===== src/rtl/bt_pkg.sv =====
package bt_pkg;

    localparam int WORD_W     = 32;
    localparam int WORD_BYTES = WORD_W / 8;

    typedef enum logic [1:0] {
        ST_BEGIN,
        ST_COUNT,
        ST_BASE,
        ST_DATA
    } bt_state_e;

    typedef enum logic {
        FMT_STD = 1'b0,
        FMT_GPH = 1'b1
    } bt_fmt_e;

    typedef struct packed {
        logic done;
        logic err;
    } bt_evt_t;

    // Byte enables for a trailing word holding 1..3 bytes, big-endian lanes.
    function automatic logic [WORD_BYTES-1:0] bt_tail_mask(input logic [1:0] tail);
        logic [WORD_BYTES-1:0] m;
        case (tail)
            2'd1:    m = 4'b1000;
            2'd2:    m = 4'b1100;
            2'd3:    m = 4'b1110;
            default: m = 4'b1111;
        endcase
        return m;
    endfunction

endpackage


===== src/rtl/bt_remain.sv =====
module bt_remain
    import bt_pkg::*;
#(
    parameter int CNT_W = 32
) (
    input  logic                  clk,
    input  logic                  rst,
    input  logic                  load,
    input  logic [CNT_W-1:0]      load_val,
    input  logic                  step,
    output logic [WORD_BYTES-1:0] be,
    output logic                  last_word
);
    localparam logic [CNT_W-1:0] STEP_BYTES = CNT_W'(WORD_BYTES);

    logic [CNT_W-1:0] rem_q;

    assign last_word = (rem_q <= STEP_BYTES);
    assign be        = (rem_q >= STEP_BYTES) ? '1 : bt_tail_mask(rem_q[1:0]);

    always_ff @(posedge clk) begin
        if (rst) begin
            rem_q <= '0;
        end else if (load) begin
            rem_q <= load_val;
        end else if (step) begin
            rem_q <= last_word ? '0 : rem_q - STEP_BYTES;
        end
    end
endmodule


===== src/rtl/bt_addr.sv =====
module bt_addr
    import bt_pkg::*;
#(
    parameter int ADDR_W = 32
) (
    input  logic              clk,
    input  logic              rst,
    input  logic              load,
    input  logic [ADDR_W-1:0] load_val,
    input  logic              step,
    output logic [ADDR_W-1:0] addr
);
    localparam logic [ADDR_W-1:0] INC = ADDR_W'(WORD_BYTES);

    always_ff @(posedge clk) begin
        if (rst) begin
            addr <= '0;
        end else if (load) begin
            addr <= load_val;
        end else if (step) begin
            addr <= addr + INC;
        end
    end
endmodule


===== src/rtl/bt_seq.sv =====
module bt_seq
    import bt_pkg::*;
#(
    parameter int ADDR_W = 32
) (
    input  logic              clk,
    input  logic              rst,
    input  logic              fmt_i,
    input  logic              in_valid,
    input  logic [WORD_W-1:0] in_data,
    input  logic              in_last,
    input  logic              mem_ready,
    input  logic              last_word,
    output logic              in_ready,
    output logic              mem_we,
    output logic              rem_load,
    output logic              addr_load,
    output logic              step,
    output bt_evt_t           evt,
    output logic [ADDR_W-1:0] jump_addr
);
    bt_state_e         st_q;
    bt_fmt_e           fmt_q;
    logic [ADDR_W-1:0] start_q;
    logic [ADDR_W-1:0] base_q;
    logic              accept;
    logic              is_term;

    always_comb begin
        case (st_q)
            ST_BEGIN: in_ready = (fmt_i == FMT_STD);
            ST_DATA:  in_ready = mem_ready;
            default:  in_ready = 1'b1;
        endcase
    end

    assign accept    = in_valid && in_ready;
    assign is_term   = (in_data == '0);
    assign mem_we    = (st_q == ST_DATA) && in_valid;
    assign rem_load  = (st_q == ST_COUNT) && accept && !is_term;
    assign addr_load = (st_q == ST_BASE) && accept;
    assign step      = (st_q == ST_DATA) && accept;

    always_ff @(posedge clk) begin
        if (rst) begin
            st_q      <= ST_BEGIN;
            fmt_q     <= FMT_STD;
            start_q   <= '0;
            base_q    <= '0;
            jump_addr <= '0;
            evt       <= '0;
        end else begin
            evt <= '0;
            case (st_q)
                ST_BEGIN: begin
                    base_q <= '0;
                    if (in_valid) begin
                        fmt_q <= bt_fmt_e'(fmt_i);
                        if (fmt_i == FMT_STD) begin
                            start_q <= in_data[ADDR_W-1:0];
                            if (in_last) evt.err <= 1'b1;
                            else         st_q    <= ST_COUNT;
                        end else begin
                            st_q <= ST_COUNT;
                        end
                    end
                end
                ST_COUNT: begin
                    if (accept) begin
                        if (is_term) begin
                            evt.done  <= 1'b1;
                            jump_addr <= (fmt_q == FMT_STD) ? start_q : base_q;
                            st_q      <= ST_BEGIN;
                        end else if (in_last) begin
                            evt.err <= 1'b1;
                            st_q    <= ST_BEGIN;
                        end else begin
                            st_q <= ST_BASE;
                        end
                    end
                end
                ST_BASE: begin
                    if (accept) begin
                        base_q <= in_data[ADDR_W-1:0];
                        if (in_last) begin
                            evt.err <= 1'b1;
                            st_q    <= ST_BEGIN;
                        end else begin
                            st_q <= ST_DATA;
                        end
                    end
                end
                default: begin
                    if (accept) begin
                        if (in_last) begin
                            evt.err <= 1'b1;
                            st_q    <= ST_BEGIN;
                        end else if (last_word) begin
                            st_q <= ST_COUNT;
                        end
                    end
                end
            endcase
        end
    end
endmodule


===== src/rtl/bt_loader.sv =====
module bt_loader
    import bt_pkg::*;
#(
    parameter int ADDR_W = 32,
    parameter int CNT_W  = 32
) (
    input  logic                  clk,
    input  logic                  rst,
    input  logic                  fmt_i,
    input  logic                  in_valid,
    input  logic [WORD_W-1:0]     in_data,
    input  logic                  in_last,
    output logic                  in_ready,
    output logic                  mem_we,
    output logic [ADDR_W-1:0]     mem_addr,
    output logic [WORD_W-1:0]     mem_data,
    output logic [WORD_BYTES-1:0] mem_be,
    input  logic                  mem_ready,
    output logic                  done,
    output logic                  err,
    output logic [ADDR_W-1:0]     jump_addr
);
    logic    rem_load;
    logic    addr_load;
    logic    step;
    logic    last_word;
    bt_evt_t evt;

    bt_seq #(.ADDR_W(ADDR_W)) u_seq (
        .clk       (clk),
        .rst       (rst),
        .fmt_i     (fmt_i),
        .in_valid  (in_valid),
        .in_data   (in_data),
        .in_last   (in_last),
        .mem_ready (mem_ready),
        .last_word (last_word),
        .in_ready  (in_ready),
        .mem_we    (mem_we),
        .rem_load  (rem_load),
        .addr_load (addr_load),
        .step      (step),
        .evt       (evt),
        .jump_addr (jump_addr)
    );

    bt_remain #(.CNT_W(CNT_W)) u_remain (
        .clk       (clk),
        .rst       (rst),
        .load      (rem_load),
        .load_val  (in_data[CNT_W-1:0]),
        .step      (step),
        .be        (mem_be),
        .last_word (last_word)
    );

    bt_addr #(.ADDR_W(ADDR_W)) u_addr (
        .clk      (clk),
        .rst      (rst),
        .load     (addr_load),
        .load_val (in_data[ADDR_W-1:0]),
        .step     (step),
        .addr     (mem_addr)
    );

    assign mem_data = in_data;
    assign done     = evt.done;
    assign err      = evt.err;
endmodule


===== config.mk =====
export PLATFORM = sky130hd
export DESIGN_NAME = bt_loader
export DESIGN_NICKNAME = d
export VERILOG_FILES = /design/src/rtl/bt_pkg.sv /design/src/rtl/bt_remain.sv /design/src/rtl/bt_addr.sv /design/src/rtl/bt_seq.sv /design/src/rtl/bt_loader.sv
export SDC_FILE = /design/constraint.sdc
export NUM_CORES = 1
export LEC_CHECK = 0
export BUFFER_PORTS_ARGS = -buffer_cell sky130_fd_sc_hd__buf_2
export CAP_MARGIN = 15
export CELL_PAD_IN_SITES_DETAIL_PLACEMENT = 0
export CELL_PAD_IN_SITES_GLOBAL_PLACEMENT = 1
export CORE_ASPECT_RATIO = 1.5
export CORE_MARGIN = 4
export CORE_UTILIZATION = 41
export DETAILED_ROUTE_END_ITERATION = 7
export GPL_ROUTABILITY_DRIVEN = 0
export HOLD_SLACK_MARGIN = 0.15
export PLACE_DENSITY = 0.81
export SYNTH_ARGS = -nofsm -noshare
export SYNTH_HDL_FRONTEND = slang
export SYNTH_SLANG_ARGS = --single-unit
export TNS_END_PERCENT = 30

===== constraint.sdc =====
create_clock -name clk -period 3.3 [get_ports clk]
set_input_delay 0.165 -clock clk [delete_from_list [all_inputs] [get_ports clk]]
set_output_delay 0.165 -clock clk [all_outputs]
set_load 0.005 [all_outputs]

==> flow_summary.html, run 1 <==
<table>
<tr><th>Metric</th><th>Value</th></tr>
<tr><th colspan="2">Synth</th></tr>
<tr><td>Synthesized netlist net count</td><td>1005</td></tr>
<tr><td>Number of enable flip-flop cells after synthesis</td><td>0</td></tr>
<tr><td>Post-synthesis area per instance</td><td>8.195 sq um</td></tr>
<tr><td>Largest cells by area after synthesis</td><td>sky130_fd_sc_hd__dfxtp_1, sky130_fd_sc_hd__nor2_1, sky130_fd_sc_hd__a211oi_1</td></tr>
<tr><td>Number of cells produced by synthesis</td><td>957</td></tr>
<tr><td>Library cell with the largest summed area after synthesis</td><td>sky130_fd_sc_hd__dfxtp_1</td></tr>
<tr><td>Yosys warns</td><td>0</td></tr>
<tr><td>Area of the mapped netlist</td><td>0.007843 sq mm</td></tr>
<tr><td>Netlist cell types</td><td>57</td></tr>
<tr><td>Post-synthesis register bit count</td><td>165</td></tr>
<tr><td>Proportion of register bits with asynchronous set or reset after synthesis</td><td>0%</td></tr>
<tr><td>Post-synth top flop</td><td>sky130_fd_sc_hd__dfxtp_1</td></tr>
<tr><td>Fraction of post-synthesis cell area in the top cell type by area</td><td>42.12%</td></tr>
<tr><td>Proportion of synthesized chip area in sequential cells</td><td>42.12%</td></tr>
<tr><th colspan="2">Global routing</th></tr>
<tr><td>Via count of the first global-routing pass</td><td>7047</td></tr>
<tr><td>Overall overflow remaining after global route</td><td>0</td></tr>
<tr><td>Antenna violations before repair</td><td>0</td></tr>
<tr><td>Pin count of the biggest net entering global routing</td><td>113</td></tr>
<tr><td>Global-route usage over all layers</td><td>23.47%</td></tr>
<tr><td>Wire length of the first global-routing pass</td><td>39210 um</td></tr>
<tr><th colspan="2">Finish</th></tr>
<tr><td>Most frequent standard cell in the layout excluding fill and tap cells</td><td>sky130_fd_sc_hd__dfxtp_1</td></tr>
<tr><td>Diodes inserted</td><td>0</td></tr>
<tr><td>Final nets</td><td>1127</td></tr>
<tr><td>Area growth from synthesis to layout</td><td>22.11%</td></tr>
<tr><td>Fraction of final layout cells sized beyond drive strength 1</td><td>20.71%</td></tr>
<tr><td>Most used cells in the layout excluding fill and tap cells</td><td>sky130_fd_sc_hd__dfxtp_1, sky130_fd_sc_hd__buf_2, sky130_fd_sc_hd__nor2_1</td></tr>
<tr><td>Final core utilization</td><td>51.21%</td></tr>
<tr><td>Count of filler cells inserted in the layout</td><td>1812</td></tr>
<tr><th colspan="2">STA</th></tr>
<tr><td>Relative slew slack</td><td>26.51%</td></tr>
<tr><td>Final Slew Violations</td><td>0</td></tr>
<tr><td>TNS Setup</td><td>0 ns</td></tr>
<tr><td>Achievable Freq</td><td>0.3114 GHz</td></tr>
<tr><td>Fin crit share</td><td>97.32%</td></tr>
<tr><td>Final worst path period need</td><td>3.211 ns</td></tr>
<tr><td>Number of failing hold endpoints at the final stage</td><td>0</td></tr>
<tr><td>Slew at the pin with the worst max-slew slack</td><td>1.102 ns</td></tr>
<tr><td>Final critical-path setup slack</td><td>0.08858 ns</td></tr>
<tr><td>RSZ-0062 raised after global routing</td><td>no</td></tr>
<tr><td>Max Clock Skew</td><td>0.01469 ns</td></tr>
<tr><td>Number of setup violations in the final report</td><td>0</td></tr>
<tr><th colspan="2">Drt</th></tr>
<tr><td>Number of vias in the routed layout</td><td>7489</td></tr>
<tr><td>Average routed wire per standard cell</td><td>18.88 um</td></tr>
<tr><td>Count of routing violations after the opening detailed-route iteration</td><td>597</td></tr>
<tr><td>Final antenna-violating net count</td><td>0</td></tr>
<tr><td>Overall routed net length</td><td>25360 um</td></tr>
<tr><td>Drt via density</td><td>5.576</td></tr>
<tr><td>Count of TritonRoute iterations in the first routing pass</td><td>5</td></tr>
<tr><td>Number of design rule violations left after detail routing</td><td>0</td></tr>
<tr><th colspan="2">Worst setup path</th></tr>
<tr><td>Destination of the critical timing path</td><td>mem_be[0]</td></tr>
<tr><td>Critical path class</td><td>reg2out</td></tr>
<tr><td>Required time of the critical path</td><td>3.13 ns</td></tr>
<tr><td>CP endpoint kind</td><td>output port</td></tr>
<tr><td>Buffering stage count on the worst path with inverters included</td><td>2</td></tr>
<tr><td>Master of the slowest instance on the critical path</td><td>sky130_fd_sc_hd__or4_4</td></tr>
<tr><td>Cell seen most often among critical-path stages</td><td>sky130_fd_sc_hd__or4_4</td></tr>
<tr><td>Cell count along the critical path</td><td>8</td></tr>
<tr><td>Crit path arrival time</td><td>3.05 ns</td></tr>
<tr><td>CP max stage delay</td><td>0.53 ns</td></tr>
<tr><td>Depth of the worst register-to-register path</td><td>6</td></tr>
<tr><td>Register-to-register setup slack</td><td>0.37 ns</td></tr>
<tr><td>Start point of the critical path</td><td>u_remain.rem_q[12]$_SDFFE_PP0P_</td></tr>
<tr><td>Largest fanout of any net on the critical path</td><td>5</td></tr>
<tr><td>Terminus of the critical flop-to-flop path</td><td>u_remain.rem_q[19]$_SDFFE_PP0P_</td></tr>
<tr><td>List of cells traversed by the critical path</td><td>or4_4 &gt; or2_4 &gt; or4_4 &gt; or4_4 &gt; a311oi_2 &gt; buf_4 &gt; nand2b_1 &gt; buf_2</td></tr>
<tr><td>Cell type group with the largest total delay on the critical path</td><td>simple AND/OR/NAND/NOR gates</td></tr>
<tr><td>Worst reg2reg path startpoint</td><td>u_remain.rem_q[7]$_SDFFE_PP0P_</td></tr>
<tr><td>Kind of start point of the critical path</td><td>register</td></tr>
<tr><th colspan="2">Floorplan</th></tr>
<tr><td>Height of the die</td><td>177.4 um</td></tr>
<tr><td>Initial Util</td><td>41.94%</td></tr>
<tr><td>Count of pins on the block boundary</td><td>142</td></tr>
<tr><td>Core region area</td><td>0.01870 sq mm</td></tr>
<tr><td>Row cnt</td><td>61</td></tr>
<tr><td>Width of the chip</td><td>120.9 um</td></tr>
<tr><td>Area enclosed by the die boundary</td><td>0.02145 sq mm</td></tr>
<tr><th colspan="2">Place</th></tr>
<tr><td># port buffers</td><td>140</td></tr>
<tr><td>Half-perimeter wire length after detailed placement</td><td>17460 um</td></tr>
<tr><td>Setup slack at placement</td><td>0.2940 ns</td></tr>
<tr><th colspan="2">Power and ir drop</th></tr>
<tr><td>Peak supply drop</td><td>0.0003694 V</td></tr>
<tr><td>Leak Pwr</td><td>3.648 nW</td></tr>
<tr><td>PD cells</td><td>599.7 mW/mm^2</td></tr>
<tr><td>Total power draw</td><td>5.743 mW</td></tr>
<tr><th colspan="2">Hold path</th></tr>
<tr><td>Worst hold start</td><td>in_data[28]</td></tr>
<tr><td>Path type of the worst min-delay path</td><td>in2reg</td></tr>
<tr><th colspan="2">Clock tree</th></tr>
<tr><td>Largest buffer count on any clock path</td><td>2</td></tr>
<tr><td>CTS buffer count</td><td>17</td></tr>
<tr><td>Worst-Skew Late Latency</td><td>0.43 ns</td></tr>
<tr><td>Clock tree from TritonCTS</td><td>yes</td></tr>
<tr><td>Clock transition at path regs</td><td>0.07 ns</td></tr>
<tr><td>Cell chosen for the clock root</td><td>sky130_fd_sc_hd__clkbuf_16</td></tr>
<tr><td>Clock net sink count</td><td>165</td></tr>
<tr><td>Count of H-tree levels built during CTS</td><td>4</td></tr>
<tr><th colspan="2">Job</th></tr>
<tr><td># Max-Cap Violations</td><td>0</td></tr>
<tr><th colspan="2">Run status</th></tr>
<tr><td>Status</td><td>finished, final reports clean</td></tr>
</table>
## sequential cells by signal, indices dropped and copies added, names as in the netlist
name and count:
u_seq.start_q 32, u_seq.base_q 32, u_seq.fmt_q 1, u_seq.st_q 2
u_addr.addr 32, u_remain.rem_q 32, u_seq.evt 2, u_seq.jump_addr 32
## per-layer routing
layer,share of wire [%],GRT usage (%),vias up
li1,-,-,3634
met2,50,40.18,251
met1,40,28.22,3551
met4,4.1,11.11,0
met3,5.4,4.305,53
met5,0,0,-
## how the worst min path moves through the flow
stage,endpoint,slack (ns),depth (start not counted)
after floorplan,u_seq.start_q[0]$_SDFFE_PP0P_,0.30,2
after global placement,u_seq.start_q[11]$_SDFFE_PP0P_,0.44,2
after detailed placement,u_seq.start_q[24]$_SDFFE_PP0P_,0.45,2
after CTS,u_seq.fmt_q$_SDFFE_PP0P_,0.20,4
after global routing,u_seq.start_q[28]$_SDFFE_PP0P_,0.21,4
final,u_seq.start_q[28]$_SDFFE_PP0P_,0.22,4
## stage by stage
step	cell area [sq um]	hold WS [ns]	cells
after detailed placement	8618	0.4458	1275
after global placement	8618	0.4406	1275
after CTS	9540	0.2035	1340
after floorplan	7843	0.3010	957
final	9577	0.2178	1343
after global routing	9577	0.2064	1343
## cells in the mapped netlist, types with 4 or more instances
cell                       instances
sky130_fd_sc_hd__a221oi_1          6
sky130_fd_sc_hd__buf_4            33
sky130_fd_sc_hd__xor2_1           12
sky130_fd_sc_hd__nand2_1         111
sky130_fd_sc_hd__buf_1             7
sky130_fd_sc_hd__nor4_1           21
sky130_fd_sc_hd__or3_2             4
sky130_fd_sc_hd__nor2_1          138
sky130_fd_sc_hd__ha_1             10
sky130_fd_sc_hd__nor3_1           31
sky130_fd_sc_hd__a21oi_1          60
sky130_fd_sc_hd__dfxtp_1         165
sky130_fd_sc_hd__mux2i_1          34
sky130_fd_sc_hd__xnor2_1          22
sky130_fd_sc_hd__or4_1             7
sky130_fd_sc_hd__a311oi_1          7
sky130_fd_sc_hd__o21ai_0          20
sky130_fd_sc_hd__a31oi_1           4
sky130_fd_sc_hd__nand4_1          11
sky130_fd_sc_hd__nand3_1          16
sky130_fd_sc_hd__inv_1            16
sky130_fd_sc_hd__and3_1            9
sky130_fd_sc_hd__clkbuf_1         59
sky130_fd_sc_hd__or2_2             6
sky130_fd_sc_hd__a22oi_1          33
sky130_fd_sc_hd__a211oi_1         60
sky130_fd_sc_hd__or3_1             5
sky130_fd_sc_hd__and4_1            5
## worst min-delay path, cell delays in order
cell and delay (ns):
sky130_fd_sc_hd__buf_2 0.14, sky130_fd_sc_hd__buf_4 0.18, sky130_fd_sc_hd__nand2_1 0.06, sky130_fd_sc_hd__a21oi_1 0.05
## layout make-up
type	count	area, sq um	area share [%]
timing repair buffer	204	1294	13.51
inverter	16	60.06	0.6271
clock inverter	13	146.4	1.529
tap	252	315.3	3.292
multi-input combinational	675	4023	42.00
sequential	165	3309	34.56
clock buffer	18	429.2	4.481
## kinds of logic (layout without fill, tap and decap cells)
kind of cell / count (synthesis) / after routing / share of synthesized area [%]
and+or+nand+nor: 380 / 380 / 22.29
AOI/OAI and AO/OA: 216 / 216 / 18.60
DFF: 165 / 165 / 42.12
buffers and inverters: 117 / 251 / 7.211
xor gates and xnor gates: 34 / 34 / 3.797
muxes: 34 / 34 / 4.340
adders and majority gates: 10 / 10 / 1.595
other: 1 / 1 / 0.04782
## report_power, final
group / leakage (nW) / total (mW) / internal [mW] / switching, mW
registers: 1.34 / 2.20 / 2.09 / 0.110
logic: 2.04 / 1.59 / 0.638 / 0.951
clock network: 0.275 / 1.95 / 1.06 / 0.890
## what timing repair did
| action | in CTS | in global routing |
|---|---|---|
| setup buffers | 0 | 3 |
| resized for setup | 1 | 6 |
| pin swaps | 0 | 3 |
| hold buffers | 34 | 0 |
| endpoints found under the setup margin | 3 | 4 |
| hold endpoints to repair | 85 | 0 |
(Power assumes the default switching activity.)
==> inputs of run 2 (changes only) <==
Settings changed: CELL_PAD_IN_SITES_DETAIL_PLACEMENT 0 to default, CELL_PAD_IN_SITES_GLOBAL_PLACEMENT 1 to default, CORE_UTILIZATION 41 to 45, PLACE_DENSITY 0.81 to 0.69.
==> run 2 against run 1 <==
  * Core utilization is 4.7 points higher
  * First-iteration DRC count is 18% higher
  * Global-route usage is 0.47 points higher
  * Non-clock buffer count is 6 lower
  * Clock skew is 0.0034 ns lower
  * Design area is 0.85% lower
  * Wire length is 7.4% lower
  * Largest cell class unchanged
==> flow_summary.html, run 2 (synthesis results as in run 1) <==
<table>
<tr><th>Metric</th><th>Value</th></tr>
<tr><th colspan="2">Floorplan</th></tr>
<tr><td>Row cnt</td><td>58 (-4.9%)</td></tr>
<tr><td>Width of the chip</td><td>115.8 um (-4.2%)</td></tr>
<tr><td>Count of pins on the block boundary</td><td>142 (unchanged)</td></tr>
<tr><td>Height of the die</td><td>169.7 um (-4.3%)</td></tr>
<tr><td>Area enclosed by the die boundary</td><td>0.01965 sq mm (-8.4%)</td></tr>
<tr><td>Core region area</td><td>0.01698 sq mm (-9.2%)</td></tr>
<tr><td>Initial Util</td><td>46.18% (+4.2 points)</td></tr>
<tr><th colspan="2">Worst setup path</th></tr>
<tr><td>Buffering stage count on the worst path with inverters included</td><td>2 (unchanged)</td></tr>
<tr><td>Register-to-register setup slack</td><td>0.18 ns (-0.19 ns)</td></tr>
<tr><td>Cell type group with the largest total delay on the critical path</td><td>simple AND/OR/NAND/NOR gates</td></tr>
<tr><td>Worst reg2reg path startpoint</td><td>u_seq.st_q[1]$_SDFFE_PP0P_</td></tr>
<tr><td>Master of the slowest instance on the critical path</td><td>sky130_fd_sc_hd__or4_4</td></tr>
<tr><td>Start point of the critical path</td><td>u_remain.rem_q[12]$_SDFFE_PP0P_</td></tr>
<tr><td>Depth of the worst register-to-register path</td><td>8 (+2)</td></tr>
<tr><td>Critical path class</td><td>reg2out</td></tr>
<tr><td>Terminus of the critical flop-to-flop path</td><td>u_remain.rem_q[19]$_SDFFE_PP0P_</td></tr>
<tr><td>Required time of the critical path</td><td>3.13 ns (about the same)</td></tr>
<tr><td>CP endpoint kind</td><td>output port</td></tr>
<tr><td>Kind of start point of the critical path</td><td>register</td></tr>
<tr><td>Largest fanout of any net on the critical path</td><td>7 (+2)</td></tr>
<tr><td>Cell seen most often among critical-path stages</td><td>sky130_fd_sc_hd__or4_4</td></tr>
<tr><td>Cell count along the critical path</td><td>8 (unchanged)</td></tr>
<tr><td>List of cells traversed by the critical path</td><td>or4_4 &gt; or2_4 &gt; or4_1 &gt; or4_4 &gt; a311oi_2 &gt; buf_4 &gt; nand2b_1 &gt; buf_2</td></tr>
<tr><td>CP max stage delay</td><td>0.54 ns (about the same)</td></tr>
<tr><td>Destination of the critical timing path</td><td>mem_be[0]</td></tr>
<tr><td>Crit path arrival time</td><td>3.03 ns (-0.02 ns)</td></tr>
<tr><th colspan="2">Clock tree</th></tr>
<tr><td>Worst-Skew Late Latency</td><td>0.42 ns (about the same)</td></tr>
<tr><td>Cell chosen for the clock root</td><td>sky130_fd_sc_hd__clkbuf_16</td></tr>
<tr><td>CTS buffer count</td><td>17 (unchanged)</td></tr>
<tr><td>Clock tree from TritonCTS</td><td>yes</td></tr>
<tr><td>Clock net sink count</td><td>165 (unchanged)</td></tr>
<tr><td>Count of H-tree levels built during CTS</td><td>4 (unchanged)</td></tr>
<tr><td>Clock transition at path regs</td><td>0.07 ns (about the same)</td></tr>
<tr><td>Post-CTS setup buffer count</td><td>0 (unchanged)</td></tr>
<tr><td>Largest buffer count on any clock path</td><td>2 (unchanged)</td></tr>
<tr><th colspan="2">Finish</th></tr>
<tr><td>Most used cells in the layout excluding fill and tap cells</td><td>sky130_fd_sc_hd__dfxtp_1, sky130_fd_sc_hd__buf_2, sky130_fd_sc_hd__nor2_1</td></tr>
<tr><td>Final nets</td><td>1121 (-0.53%)</td></tr>
<tr><td>Count of filler cells inserted in the layout</td><td>1574 (-13%)</td></tr>
<tr><td>Area growth from synthesis to layout</td><td>21.08%</td></tr>
<tr><td>Diodes inserted</td><td>0 (unchanged)</td></tr>
<tr><td>Most frequent standard cell in the layout excluding fill and tap cells</td><td>sky130_fd_sc_hd__dfxtp_1</td></tr>
<tr><td>Fraction of final layout cells sized beyond drive strength 1</td><td>20.17% (-0.55 points)</td></tr>
<tr><th colspan="2">Power and ir drop</th></tr>
<tr><td>Sequential power share</td><td>38.5% (+0.2 points)</td></tr>
<tr><td>Leak Pwr</td><td>3.632 nW (-0.45%)</td></tr>
<tr><td>Power dissipated by switching net loads</td><td>1.972 mW (+1.1%)</td></tr>
<tr><td>Int Power</td><td>3.745 mW (-1.2%)</td></tr>
<tr><td>Peak supply drop</td><td>0.0003628 V (-1.8%)</td></tr>
<tr><td>Portion of total power attributed to combinational logic</td><td>27.3% (-0.4 points)</td></tr>
<tr><td>Proportion of total power due to net switching</td><td>34.49% (+0.52 points)</td></tr>
<tr><td>PD cells</td><td>602.1 mW/mm^2 (+0.40%)</td></tr>
<tr><td>Power share of the clock group</td><td>34.2% (+0.2 points)</td></tr>
<tr><td>Total power draw</td><td>5.717 mW (-0.45%)</td></tr>
<tr><th colspan="2">Drt</th></tr>
<tr><td>Count of TritonRoute iterations in the first routing pass</td><td>5 (unchanged)</td></tr>
<tr><td>Drt via density</td><td>5.758 (+3.3%)</td></tr>
<tr><td>Overall routed net length</td><td>23470 um (-7.4%)</td></tr>
<tr><td>Number of design rule violations left after detail routing</td><td>0 (unchanged)</td></tr>
<tr><td>Average routed wire per standard cell</td><td>18.11 um (-4.1%)</td></tr>
<tr><td>Number of vias in the routed layout</td><td>7463 (-0.35%)</td></tr>
<tr><td>Final antenna-violating net count</td><td>0 (unchanged)</td></tr>
<tr><td>Count of routing violations after the opening detailed-route iteration</td><td>704 (+18%)</td></tr>
<tr><th colspan="2">Global routing</th></tr>
<tr><td>Met1 usage in global routing</td><td>29.96% (+1.7 points)</td></tr>
<tr><td>Global-route met2 utilization</td><td>41.04% (+0.87 points)</td></tr>
<tr><td>Global-route usage over all layers</td><td>23.94% (+0.47 points)</td></tr>
<tr><td>Global-route met3 utilization</td><td>4.460% (+0.15 points)</td></tr>
<tr><td>Layer with the highest usage after global routing</td><td>met2</td></tr>
<tr><td>Overall overflow remaining after global route</td><td>0 (unchanged)</td></tr>
<tr><td>Via count of the first global-routing pass</td><td>6960 (-1.2%)</td></tr>
<tr><td>Wire length of the first global-routing pass</td><td>37360 um (-4.7%)</td></tr>
<tr><td>Pin count of the biggest net entering global routing</td><td>78 (-31%)</td></tr>
<tr><td>Antenna violations before repair</td><td>0 (unchanged)</td></tr>
<tr><th colspan="2">Place</th></tr>
<tr><td>Setup slack at placement</td><td>0.3436 ns (+0.04957 ns)</td></tr>
<tr><td>Half-perimeter wire length after detailed placement</td><td>15700 um (-10%)</td></tr>
<tr><td># port buffers</td><td>140 (unchanged)</td></tr>
<tr><th colspan="2">Run status</th></tr>
<tr><td>Status</td><td>finished, final reports clean</td></tr>
<tr><th colspan="2">STA</th></tr>
<tr><td>Final critical-path setup slack</td><td>0.1036 ns (+0.01500 ns)</td></tr>
<tr><td>Number of failing hold endpoints at the final stage</td><td>0 (unchanged)</td></tr>
<tr><td>Max Clock Skew</td><td>0.01127 ns (-0.003419 ns)</td></tr>
<tr><td>Achievable Freq</td><td>0.3129 GHz (+0.47%)</td></tr>
<tr><td>Relative slew slack</td><td>27.59% (+1.1 points)</td></tr>
<tr><td>Slew at the pin with the worst max-slew slack</td><td>1.086 ns (-0.01620 ns)</td></tr>
<tr><td>Fin crit share</td><td>96.86% (-0.45 points)</td></tr>
<tr><td>Final worst path period need</td><td>3.196 ns (-0.01500 ns)</td></tr>
<tr><td>Number of setup violations in the final report</td><td>0 (unchanged)</td></tr>
<tr><td>TNS Setup</td><td>0 ns (unchanged)</td></tr>
<tr><td>Final Slew Violations</td><td>0 (unchanged)</td></tr>
<tr><td>RSZ-0062 raised after global routing</td><td>no</td></tr>
<tr><th colspan="2">Job</th></tr>
<tr><td># Max-Cap Violations</td><td>0 (unchanged)</td></tr>
<tr><th colspan="2">Hold path</th></tr>
<tr><td>Path type of the worst min-delay path</td><td>in2reg</td></tr>
</table>
## run 2: worst reg2reg max path, delay by kind of cell (launching register included)
kind                       cells  cell delay, ns
buffers and inverters          1            0.12
AOI/OAI and AO/OA              4            1.76
DFF                            1            0.34
adders and majority gates      1            0.27
and+or+nand+nor                2            0.54
## run 2: worst min path at each step
| stage | startpoint | to | slack, ns | depth (start not counted) |
|---|---|---|---|---|
| floorplan | in_data[0] | u_seq.start_q[0]$_SDFFE_PP0P_ | 0.30 | 2 |
| global placement | u_seq.start_q[11]$_SDFFE_PP0P_ | u_seq.start_q[11]$_SDFFE_PP0P_ | 0.44 | 2 |
| detailed placement | u_seq.start_q[2]$_SDFFE_PP0P_ | u_seq.start_q[2]$_SDFFE_PP0P_ | 0.45 | 2 |
| CTS | in_valid | u_seq.fmt_q$_SDFFE_PP0P_ | 0.17 | 4 |
| global route | in_valid | u_seq.fmt_q$_SDFFE_PP0P_ | 0.22 | 4 |
| finish | in_valid | u_seq.fmt_q$_SDFFE_PP0P_ | 0.20 | 4 |
## run 2: what timing repair did
item / in CTS / in global routing
cloned: 0 / 0
pin swaps: 0 / 2
setup endpoints to repair: 3 / 3
hold buffers: 35 / 0
gates resized for setup: 2 / 1
endpoints found under the hold margin: 103 / 0
## run 2: metal layers
metal | up-vias | part of all wire (%)
met1 | 3526 | 41
li1 | 3627 | -
met4 | 0 | 2.4
met5 | - | 0
met2 | 267 | 51
met3 | 43 | 5.8
## run 2: area by class of cell
type | instances | area [sq um] | area share [%]
Clock inverter | 15 | 160.2 | 1.687
Inverter | 16 | 60.06 | 0.6325
Clock buffer | 17 | 425.4 | 4.480
Multi-Input combinational cell | 675 | 4018 | 42.31
Timing Repair Buffer | 198 | 1264 | 13.31
Sequential cell | 165 | 3306 | 34.81
Tap cell | 210 | 262.8 | 2.767
## run 2: power groups by stage
| stage | clock network [mW] | logic (mW) | registers, mW |
|---|---|---|---|
| after floorplan | 0 | 1.02 | 2.20 |
| after global placement | 0 | 1.48 | 2.24 |
| after detailed placement | 0 | 1.48 | 2.24 |
| after CTS | 1.98 | 1.54 | 2.20 |
| after global routing | 2.06 | 1.71 | 2.22 |
| final | 1.95 | 1.56 | 2.20 |
## run 2: per-stage QoR
| stage | instance area (sq um) | util (%) | instances | hold slack (ns) |
|---|---|---|---|---|
| 6_report | 9495 | 55.92 | 1296 | 0.1956 |
| 5_1_grt | 9495 | 55.92 | 1296 | 0.2236 |
| 4_1_cts | 9492 | 55.89 | 1296 | 0.1666 |
| 3_5_place_dp | 8548 | 50.34 | 1229 | 0.4463 |
| 3_3_place_gp | 8548 | 50.34 | 1229 | 0.4408 |
| 2_1_floorplan | 7843 | - | 957 | 0.3010 |
==> inputs of run 3 (changes only) <==
--- a/config.mk
+++ b/config.mk
@@ -13,4 +13,3 @@
 export DETAILED_ROUTE_END_ITERATION = 7
-export GPL_ROUTABILITY_DRIVEN = 0
-export HOLD_SLACK_MARGIN = 0.15
+export HOLD_SLACK_MARGIN = 0.06
 export PLACE_DENSITY = 0.69
==> constraint.sdc (replaced) <==
create_clock -name clk -period 3.3 [get_ports clk]
set_input_delay 0.99 -clock clk [delete_from_list [all_inputs] [get_ports clk]]
set_output_delay 0.99 -clock clk [all_outputs]
set_load 0.005 [all_outputs]
==> run 3 against run 2 <==
  * The flow now finishes with violations (setup timing)
  * Register-to-register slack improved by 0.18 ns
  * Sequential share of layout area down 0.42 points
  * Non-clock buffer count grew 22
  * Worst hold slack better by 0.26 ns
  * Sequential cell count did not move
  * Combinational power is 6% higher
  * Design area increased by 1.2%
  * Global-route usage increased by 0.22 points
  * First-iteration DRC count down 2.3%
  * Wire length up 1.2%
  * Largest cell class unchanged
==> flow_summary.html, run 3 (synthesis results as in run 1) <==
<table>
<tr><th>Metric</th><th>Value</th></tr>
<tr><th colspan="2">Run status</th></tr>
<tr><td>Status</td><td>finished with violations</td></tr>
<tr><td>Violations in the final reports</td><td>setup timing</td></tr>
<tr><th colspan="2">Power and ir drop</th></tr>
<tr><td>Proportion of total power due to net switching</td><td>33.50% (-0.99 points)</td></tr>
<tr><td>Leak Pwr</td><td>3.780 nW (+4.1%)</td></tr>
<tr><td>Portion of total power attributed to combinational logic</td><td>27.9% (+0.6 points)</td></tr>
<tr><td>Power dissipated by switching net loads</td><td>1.988 mW (+0.80%)</td></tr>
<tr><td>Total power draw</td><td>5.933 mW (+3.8%)</td></tr>
<tr><td>Peak supply drop</td><td>0.0003462 V (-4.6%)</td></tr>
<tr><td>Sequential power share</td><td>36.9% (-1.6 points)</td></tr>
<tr><td>Power share of the clock group</td><td>35.1% (+0.9 points)</td></tr>
<tr><td>PD cells</td><td>617.4 mW/mm^2 (+2.5%)</td></tr>
<tr><td>Int Power</td><td>3.945 mW (+5.3%)</td></tr>
<tr><th colspan="2">Worst setup path</th></tr>
<tr><td>Start point of the critical path</td><td>u_remain.rem_q[12]$_SDFFE_PP0P_</td></tr>
<tr><td>CP endpoint kind</td><td>output port</td></tr>
<tr><td>Required time of the critical path</td><td>2.31 ns (-0.82 ns)</td></tr>
<tr><td>Critical path class</td><td>reg2out</td></tr>
<tr><td>Register-to-register setup slack</td><td>0.36 ns (+0.18 ns)</td></tr>
<tr><td>Largest fanout of any net on the critical path</td><td>3 (-4)</td></tr>
<tr><td>Kind of start point of the critical path</td><td>register</td></tr>
<tr><td>Crit path arrival time</td><td>2.95 ns (-0.08 ns)</td></tr>
<tr><td>Worst reg2reg path startpoint</td><td>u_remain.rem_q[4]$_SDFFE_PP0P_</td></tr>
<tr><td>Terminus of the critical flop-to-flop path</td><td>u_remain.rem_q[19]$_SDFFE_PP0P_</td></tr>
<tr><td>Destination of the critical timing path</td><td>mem_be[1]</td></tr>
<tr><td>Depth of the worst register-to-register path</td><td>7 (-1)</td></tr>
<tr><th colspan="2">Clock tree</th></tr>
<tr><td>Count of H-tree levels built during CTS</td><td>4 (unchanged)</td></tr>
<tr><td>Clock net sink count</td><td>165 (unchanged)</td></tr>
<tr><td>Clock transition at path regs</td><td>0.07 ns (about the same)</td></tr>
<tr><td>Clock tree from TritonCTS</td><td>yes</td></tr>
<tr><td>Cell chosen for the clock root</td><td>sky130_fd_sc_hd__clkbuf_16</td></tr>
<tr><td>CTS buffer count</td><td>17 (unchanged)</td></tr>
<tr><td>Post-CTS setup buffer count</td><td>0 (unchanged)</td></tr>
<tr><td>Worst-Skew Late Latency</td><td>0.44 ns (+0.02 ns)</td></tr>
<tr><td>Largest buffer count on any clock path</td><td>2 (unchanged)</td></tr>
<tr><td>Number of buffers inserted by hold repair at cts</td><td>0 (-100%)</td></tr>
<tr><th colspan="2">Finish</th></tr>
<tr><td>Fraction of final layout cells sized beyond drive strength 1</td><td>24.91% (+4.7 points)</td></tr>
<tr><td>Area growth from synthesis to layout</td><td>22.54%</td></tr>
<tr><td>Diodes inserted</td><td>0 (unchanged)</td></tr>
<tr><td>Final nets</td><td>1143 (+2.0%)</td></tr>
<tr><td>Cell Count, Final, Fillers Out</td><td>1318 (+1.7%)</td></tr>
<tr><td>Sequential cell area</td><td>0.003306 sq mm (unchanged)</td></tr>
<tr><td>Area taken by multi-input logic gates</td><td>0.004021 sq mm (about the same)</td></tr>
<tr><td>Final core utilization</td><td>56.59% (+0.68 points)</td></tr>
<tr><td>Count of filler cells inserted in the layout</td><td>1599 (+1.6%)</td></tr>
<tr><td>Most frequent standard cell in the layout excluding fill and tap cells</td><td>sky130_fd_sc_hd__dfxtp_1</td></tr>
<tr><td>Post-route cell area</td><td>0.009610 sq mm (+1.2%)</td></tr>
<tr><td>Most used cells in the layout excluding fill and tap cells</td><td>sky130_fd_sc_hd__dfxtp_1, sky130_fd_sc_hd__buf_2, sky130_fd_sc_hd__nor2_1</td></tr>
<tr><th colspan="2">Place</th></tr>
<tr><td>Routability congestion estimate from global placement</td><td>0.9095</td></tr>
<tr><td>Setup slack at placement</td><td>-0.2091 ns (-0.5527 ns)</td></tr>
<tr><td>Number of placed instances with taps included</td><td>1286 (+4.6%)</td></tr>
<tr><td># port buffers</td><td>140 (unchanged)</td></tr>
<tr><td>Placed cell area</td><td>0.008984 sq mm (+5.1%)</td></tr>
<tr><td>Half-perimeter wire length after detailed placement</td><td>16930 um (+7.9%)</td></tr>
<tr><th colspan="2">Job</th></tr>
<tr><td># Max-Cap Violations</td><td>0 (unchanged)</td></tr>
<tr><th colspan="2">Drt</th></tr>
<tr><td>Final antenna-violating net count</td><td>0 (unchanged)</td></tr>
<tr><td>Number of design rule violations left after detail routing</td><td>0 (unchanged)</td></tr>
<tr><td>Overall routed net length</td><td>23760 um (+1.2%)</td></tr>
<tr><td>Count of TritonRoute iterations in the first routing pass</td><td>5 (unchanged)</td></tr>
<tr><td>Drt via density</td><td>5.670 (-1.5%)</td></tr>
<tr><td>Number of vias in the routed layout</td><td>7473 (+0.13%)</td></tr>
<tr><td>Average routed wire per standard cell</td><td>18.03 um (-0.46%)</td></tr>
<tr><td>Count of routing violations after the opening detailed-route iteration</td><td>688 (-2.3%)</td></tr>
<tr><th colspan="2">STA</th></tr>
<tr><td>TNS Setup</td><td>-1.912 ns (-1.912 ns)</td></tr>
<tr><td>Achievable Freq</td><td>0.2537 GHz (-19%)</td></tr>
<tr><td>Final critical-path setup slack</td><td>-0.6413 ns (-0.7449 ns)</td></tr>
<tr><td>Final Slew Violations</td><td>0 (unchanged)</td></tr>
<tr><td>Fin crit share</td><td>119.4% (+23 points)</td></tr>
<tr><td>Relative slew slack</td><td>28.86% (+1.3 points)</td></tr>
<tr><td>Number of setup violations in the final report</td><td>3 (+3)</td></tr>
<tr><td>Final worst path period need</td><td>3.941 ns (+0.7449 ns)</td></tr>
<tr><td>Final hold slack</td><td>0.4531 ns (+0.2575 ns)</td></tr>
<tr><td>Slew at the pin with the worst max-slew slack</td><td>1.067 ns (-0.01917 ns)</td></tr>
<tr><td>RSZ-0062 raised after global routing</td><td>yes</td></tr>
<tr><td>Number of failing hold endpoints at the final stage</td><td>0 (unchanged)</td></tr>
<tr><td>Max Clock Skew</td><td>0.01761 ns (+0.006336 ns)</td></tr>
<tr><th colspan="2">Floorplan</th></tr>
<tr><td>Core region area</td><td>0.01698 sq mm (unchanged)</td></tr>
<tr><td>Count of pins on the block boundary</td><td>142 (unchanged)</td></tr>
<tr><td>Row cnt</td><td>58 (unchanged)</td></tr>
<tr><td>Area enclosed by the die boundary</td><td>0.01965 sq mm (unchanged)</td></tr>
<tr><td>Height of the die</td><td>169.7 um (unchanged)</td></tr>
<tr><td>Initial Util</td><td>46.18% (unchanged)</td></tr>
<tr><td>Width of the chip</td><td>115.8 um (unchanged)</td></tr>
<tr><th colspan="2">Global routing</th></tr>
<tr><td>Overall overflow remaining after global route</td><td>0 (unchanged)</td></tr>
<tr><td>Global-route usage over all layers</td><td>24.16% (+0.22 points)</td></tr>
<tr><td>Pin count of the biggest net entering global routing</td><td>65 (-17%)</td></tr>
<tr><td>Via count of the first global-routing pass</td><td>7085 (+1.8%)</td></tr>
<tr><td>Antenna violations before repair</td><td>0 (unchanged)</td></tr>
<tr><td>Wire length of the first global-routing pass</td><td>37590 um (+0.63%)</td></tr>
<tr><th colspan="2">Hold path</th></tr>
<tr><td>Path type of the worst min-delay path</td><td>reg2reg</td></tr>
</table>
[run 3: worst max-delay path, stage by stage (launching register included)]
cell	delay, ns
sky130_fd_sc_hd__dfxtp_2	0.32
sky130_fd_sc_hd__or4_4	0.53
sky130_fd_sc_hd__or2_4	0.24
sky130_fd_sc_hd__or4_4	0.40
sky130_fd_sc_hd__or4_4	0.45
sky130_fd_sc_hd__a311oi_2	0.25
sky130_fd_sc_hd__buf_4	0.17
sky130_fd_sc_hd__nand2_1	0.05
sky130_fd_sc_hd__buf_2	0.12
[run 3: worst min-delay path by stage]
stage | end | slack, ns | startpoint | depth (start not counted)
6_report | u_seq.start_q[11]$_SDFFE_PP0P_ | 0.45 | u_seq.start_q[11]$_SDFFE_PP0P_ | 2
3_5_place_dp | u_seq.start_q[31]$_SDFFE_PP0P_ | 0.45 | u_seq.start_q[31]$_SDFFE_PP0P_ | 2
3_3_place_gp | u_seq.start_q[8]$_SDFFE_PP0P_ | 0.44 | u_seq.start_q[8]$_SDFFE_PP0P_ | 2
4_1_cts | u_seq.start_q[11]$_SDFFE_PP0P_ | 0.46 | u_seq.start_q[11]$_SDFFE_PP0P_ | 2
2_1_floorplan | u_seq.start_q[0]$_SDFFE_PP0P_ | 0.44 | u_seq.start_q[0]$_SDFFE_PP0P_ | 2
5_1_grt | u_seq.start_q[10]$_SDFFE_PP0P_ | 0.47 | u_seq.start_q[10]$_SDFFE_PP0P_ | 2
[run 3: routing by layer]
layer / track usage (%) / up-vias / share of wire (%)
met5: 0 / - / 0
li1: - / 3662 / -
met4: 9.187 / 0 / 3.4
met3: 3.889 / 54 / 4.9
met2: 41.29 / 223 / 51
met1: 30.29 / 3534 / 41
[run 3: layout make-up]
type                    instances  area share [%]
multi-input cells             675           41.84
inverters                      16          0.6249
clock buffers                  18           4.466
flip-flops and latches        165           34.40
clock inverters                14           1.979
well taps                     210           2.734
repair buffers                220           13.96
[run 3: what timing repair did]
item	CTS	global route
resized for setup	1	1
pin swaps	0	1
gates cloned	0	0
setup endpoints to repair	3	3
[run 3: power by group through the flow]
| stage | clock network [mW] | logic, mW | registers (mW) |
|---|---|---|---|
| 3_3_place_gp | 0 | 1.59 | 2.23 |
| 6_report | 2.08 | 1.66 | 2.19 |
| 2_1_floorplan | 0 | 1.03 | 2.20 |
| 5_1_grt | 2.18 | 1.81 | 2.20 |
| 3_5_place_dp | 0 | 1.61 | 2.23 |
| 4_1_cts | 2.10 | 1.62 | 2.19 |
